### config.mk
export PLATFORM = sky130hd
export DESIGN_NAME = irq_ack_eoi
export DESIGN_NICKNAME = d
export VERILOG_FILES = /design/src/rtl/irq_ack_eoi.sv
export SDC_FILE = /design/constraint.sdc
export NUM_CORES = 1
export LEC_CHECK = 0
export ABC_AREA = 0
export CAP_MARGIN = 20
export CORE_MARGIN = 1
export CORE_UTILIZATION = 25
export DETAILED_ROUTE_END_ITERATION = 8
export DONT_BUFFER_PORTS = 1
export GPL_TIMING_DRIVEN = 0
export SYNTH_ARGS = -nofsm -noshare
export SYNTH_HDL_FRONTEND = slang
export SYNTH_SLANG_ARGS = --single-unit
### constraint.sdc
create_clock -name clk -period 4.6 [get_ports clk]
set_clock_uncertainty 0.1 [all_clocks]
set_input_delay 0 -clock clk [delete_from_list [all_inputs] [get_ports clk]]
set_output_delay 0 -clock clk [all_outputs]
set_load 0.02 [all_outputs]
### src/rtl/irq_ack_eoi.sv
module irq_ack_eoi #(
  parameter int NUM_IRQ = 32,
  parameter int IDW     = 10,
  parameter int PW      = 8
) (
  input  logic                  clk,
  input  logic                  rst_n,
  input  logic [IDW-1:0]        hp_id,
  input  logic [PW-1:0]         hp_prio,
  input  logic [NUM_IRQ*PW-1:0] prio_table,
  input  logic [NUM_IRQ-1:0]    edge_trig,
  input  logic [NUM_IRQ-1:0]    line_level,
  input  logic [NUM_IRQ-1:0]    irq_enable,
  input  logic [NUM_IRQ-1:0]    cpu_target,
  input  logic [NUM_IRQ-1:0]    one_of_n,
  input  logic                  ack_req,
  output logic [IDW-1:0]        ack_id,
  input  logic                  eoi_valid,
  input  logic [31:0]           eoi_data,
  output logic                  eoi_ready,
  output logic [IDW-1:0]        run_id,
  output logic [PW:0]           run_prio,
  output logic                  clr_pend,
  output logic [IDW-1:0]        clr_pend_id,
  output logic                  clr_pend_all,
  output logic                  set_pend,
  output logic [IDW-1:0]        set_pend_id,
  output logic                  busy
);
  localparam int         IW    = (NUM_IRQ > 1) ? $clog2(NUM_IRQ) : 1;
  localparam [IDW-1:0]   NONE  = '1;
  localparam [PW:0]      IDLE  = {1'b1, {PW{1'b0}}};
  localparam [IDW:0]     LIMIT = (IDW+1)'(NUM_IRQ);

  logic [IDW-1:0] link [NUM_IRQ];
  logic [IDW-1:0] wcur, wtgt;

  wire [IW-1:0]  ack_idx = hp_id[IW-1:0];
  wire           ack_ok  = ack_req && !busy && ({1'b0, hp_id} < LIMIT)
                           && ({1'b0, hp_prio} < run_prio);

  wire [IDW-1:0] eid     = eoi_data[IDW-1:0];
  wire [IW-1:0]  eidx    = eid[IW-1:0];
  wire           eoi_acc = eoi_valid && eoi_ready;
  wire           eoi_act = eoi_acc && ({1'b0, eid} < LIMIT) && (run_id != NONE);

  wire [IDW-1:0] back      = link[run_id[IW-1:0]];
  wire [PW:0]    back_prio = (back == NONE) ? IDLE
                             : {1'b0, prio_table[back[IW-1:0]*PW +: PW]};
  wire [IDW-1:0] wnext     = link[wcur[IW-1:0]];

  assign eoi_ready    = !busy && !ack_req;
  assign ack_id       = ack_ok ? hp_id : NONE;
  assign clr_pend     = ack_ok;
  assign clr_pend_id  = hp_id;
  assign clr_pend_all = ack_ok && one_of_n[ack_idx];
  assign set_pend     = eoi_act && !edge_trig[eidx] && irq_enable[eidx]
                        && line_level[eidx] && cpu_target[eidx];
  assign set_pend_id  = eid;

  always_ff @(posedge clk) begin
    if (!rst_n) begin
      run_id   <= NONE;
      run_prio <= IDLE;
      busy     <= 1'b0;
      wcur     <= NONE;
      wtgt     <= NONE;
      for (int i = 0; i < NUM_IRQ; i++) link[i] <= NONE;
    end else if (ack_ok) begin
      link[ack_idx] <= run_id;
      run_id        <= hp_id;
      run_prio      <= {1'b0, hp_prio};
    end else if (eoi_act) begin
      if (eid == run_id) begin
        run_id   <= back;
        run_prio <= back_prio;
      end else begin
        busy <= 1'b1;
        wcur <= run_id;
        wtgt <= eid;
      end
    end else if (busy) begin
      if (wnext == NONE) begin
        busy <= 1'b0;
      end else if (wnext == wtgt) begin
        link[wcur[IW-1:0]] <= link[wtgt[IW-1:0]];
        busy <= 1'b0;
      end else begin
        wcur <= wnext;
      end
    end
  end

  assert_spurious_refused_R2: assert property (@(posedge clk) disable iff (!rst_n)
    (ack_req && hp_id == NONE) |-> (ack_id == NONE));
  assert_ack_loads_R3: assert property (@(posedge clk) disable iff (!rst_n)
    clr_pend |=> (run_id == $past(clr_pend_id)) && (run_prio == {1'b0, $past(hp_prio)}));
  assert_strobes_exclusive_R4: assert property (@(posedge clk) disable iff (!rst_n)
    $onehot0({clr_pend, set_pend}));
  assert_idle_pairing_R8: assert property (@(posedge clk) disable iff (!rst_n)
    (run_id == NONE) == (run_prio == IDLE));
  assert_walk_holds_run_R9: assert property (@(posedge clk) disable iff (!rst_n)
    busy |=> $stable(run_id) && $stable(run_prio));
  assert_walk_from_eoi_R9: assert property (@(posedge clk) disable iff (!rst_n)
    $rose(busy) |-> $past(eoi_valid));
  assert_busy_blocks_ack_R10: assert property (@(posedge clk) disable iff (!rst_n)
    busy |-> !clr_pend && (ack_id == NONE));
endmodule

==> metrics.yaml <==
outcome: "finished with violations"
violations: "negative hold slack, negative setup slack"
slew_headroom_pct: 17.54
syn2layout_area_growth_pct: 21.27
post-place-cells: 3393
synth_top_area_share_pct: 37.69
n_fill_cell: 10041
seqPwrFrac_pct: 45.4
drv_slew: 0
p_sw_mw: 1.852
drt-pass1-iter-count: 8
crit_end: "run_prio[2]"
p_int_mw: 6.171
cp-end-kind: "flop"
startpoint_type: "flop"
fin_cells: 3587
critical_path_required_ps: 4970
p_clk_share_pct: 47.8
place_ws_ps: -1557
wire_per_inst_um: 40.25
ios: 524
tritoncts: "done"
drt_iter0_drc: 3468
yosysWarnings: 0
die_y_um: 321.4
antenna_left: 0
drv.max_cap_violation_count: 0
drive_gt1_share_pct: 30.18
gp_congestion: 1.038
max_freq_mhz: 216.1
synth-edff-count: 320
grt_pass1_wl_um: 186900
fin_crit_sh_pct: 100.6
grt_start_max_net_pins: 14
dieWidth_um: 321.4
cts_sinks: 370
fin_util_pct: 30.74
start_util_pct: 25.35
ys.flop_type: "edfxtp_1"
vdd_ir_drop_max_mv: 0.2070
swShare_pct: 23.09
post-route-cell-area_um2: 30920
hold_slack_ps: -7.320
die_area_um2: 103300
antenna_found_initial: 31
grt_pass1_vias: 20896
critPathArrivalTime_ps: 5000
reg2reg_slack_ps: -30
min_path_type: "in -> reg"
hold_viol: 1
fin_setup_tns_ps: -53.84
pwr-share-comb_pct: 6.8
cts_buffers: 42
post-route-drc-count: 0
tightest_slew_ps: 1237
dp_hpwl_um: 104800
synth_top_cells_by_count: "389 x nand2_1, 320 x edfxtp_1, 262 x mux4_2"
power_density_nw_per_um2: 259.5
rows: 116
period_needed_ps: 4628
setup_slack_ps: -27.70
clockBufferDepth: 3
clock-root-buffer: "clkbuf_16"
r2r_cells: 12
placed_cell_area_um2: 27420
multiInputGateArea_um2: 14040
rsz0062_at_grt: "yes"
viasPerCell: 6.134
path_max_fanout: 10
portBuffers: 0
setup_viol: 3
clk_pin_slew_ps: 60
synth_cell_types: 64
insertion_delay_ps: 600
vias: 22002
synthesis.area_um2: 25500
avgSynthCellArea_um2: 12.62
gr-usage-all-layers_pct: 27.01
syn_nets: 2497
seqCellArea_um2: 10610
synth_area_leaders: "edfxtp_1 38%, mux4_2 23%, mux2i_1 9.0%, nand2_1 5.7%, dfxtp_1 3.9%"
overflow: 0
critPathKind: "reg -> reg"
fin_nets: 2657
synth_seq_area_share_pct: 41.61
cts_max_level: 2
yosysMostFrequentCell: "nand2_1"
netlist.top_cell.by_area: "edfxtp_1"
leakagePower_nw: 9.990
routed_wl_um: 144400
core-area_um2: 100600
timing.rr.end: "run_prio[2]"
syn_inst: 2020
ys_ff_latch: 370
synthArstFlopShare_pct: 0
==> state kept, by name, indices dropped and copies added (netlist names), named ones only <==
name / flops
busy: 1
wtgt: 10
run_id: 10
link: 320
run_prio: 9
wcur: 5
==> what timing repair did <==
item | in CTS | in global routing
pin swaps | 4 | 0
gates cloned | 0 | 1
setup endpoints to repair | 660 | 649
setup buffers | 17 | 14
hold buffers | 64 | 0
endpoints found under the hold margin | 28 | 0
gates resized for setup | 163 | 83
==> through the flow <==
stage / hold WS [ps] / total power [mW]
global route: 15.33 / 8.101
floorplan: -17.77 / 3.963
detailed placement: 13.96 / 4.136
CTS: 0.9028 / 7.955
finish: -7.320 / 8.023
global placement: 14.58 / 4.132
==> logic make-up after synthesis <==
group	Yosys count	share of synthesized area, %
simple gates	598	10.92
mux	538	34.29
flops	370	41.61
compound gates	246	7.606
buf+inv	245	4.672
xor+xnor	16	0.5496
fa+ha+maj	7	0.3435
==> metal layers <==
metal	GRT usage [%]	vias up	wire (um)	share of wire (%)
met5	0	-	241	0.17
met4	23.44	22	15280	11
met3	11.70	594	19840	14
met2	39.76	2014	61180	42
met1	29.75	11052	47820	33
li1	-	8320	-	-
==> critical path: stages, from the launching register on <==
cell and delay [ps]:
dfxtp_1 340, buf_2 340, buf_2 430, clkbuf_4 410
mux4_2 350, mux4_2 560, mux2i_1 320, inv_1 200
nor2_2 360, clkbuf_2 360, a22oi_1 130, a21o_1 270
a211oi_1 290
==> worst min path at each step <==
stage / start / endpoint / slack (ps) / cells past startpoint
2_1_floorplan: ack_req / eoi_ready / -20 / 1
3_5_place_dp: hp_id[7] / clr_pend_id[7] / 10 / 1
4_1_cts: prio_table[234] / run_prio[2] / 0.9 / 4
5_1_grt: eoi_data[0] / set_pend_id[0] / 20 / 1
6_report: prio_table[104] / run_prio[0] / -7 / 5
3_3_place_gp: hp_id[7] / clr_pend_id[7] / 10 / 1
==> power groups by stage <==
stage               Sequential [mW]  Combinational (mW)  Clock, mW
finish                         3.64               0.547       3.84
global route                   3.64               0.554       3.91
CTS                            3.64               0.508       3.81
detailed placement             3.71               0.422          0
global placement               3.71               0.418          0
floorplan                      3.71               0.257          0
==> area by class of cell <==
| type | instances | area share [%] |
|---|---|---|
| sequential | 370 | 34.32 |
| multi-input combinational | 1406 | 45.42 |
| inverter | 23 | 0.2792 |
| clock inverter | 24 | 1.157 |
| buffer | 222 | 5.014 |
| tap | 1357 | 5.491 |
| antenna | 20 | 0.1619 |
| clock buffer | 50 | 3.804 |
| timing repair buffer | 115 | 4.354 |
==> placed cells by master (no fill, tap or decap), types with 15 or more instances in the layout <==
master and n:
nand2_1 388, edfxtp_1 320, mux4_2 262, mux2i_1 222, buf_4 75, dlygate4sd3_1 64, clkbuf_1 51, dfxtp_1 49
clkbuf_16 46, buf_6 41, mux2_2 40, a211oi_1 35, a32o_1 34, nand4b_1 32, or2_4 31, nor2_1 26
a22oi_1 26, buf_2 24, nand3_1 24, inv_1 23, a22o_1 22, diode_2 20, a21oi_1 18, clkbuf_4 18
buf_12 18, o21ai_0 17, a21o_1 16, buf_8 16, nand2b_1 15
Power figures use the tool's default switching activity.
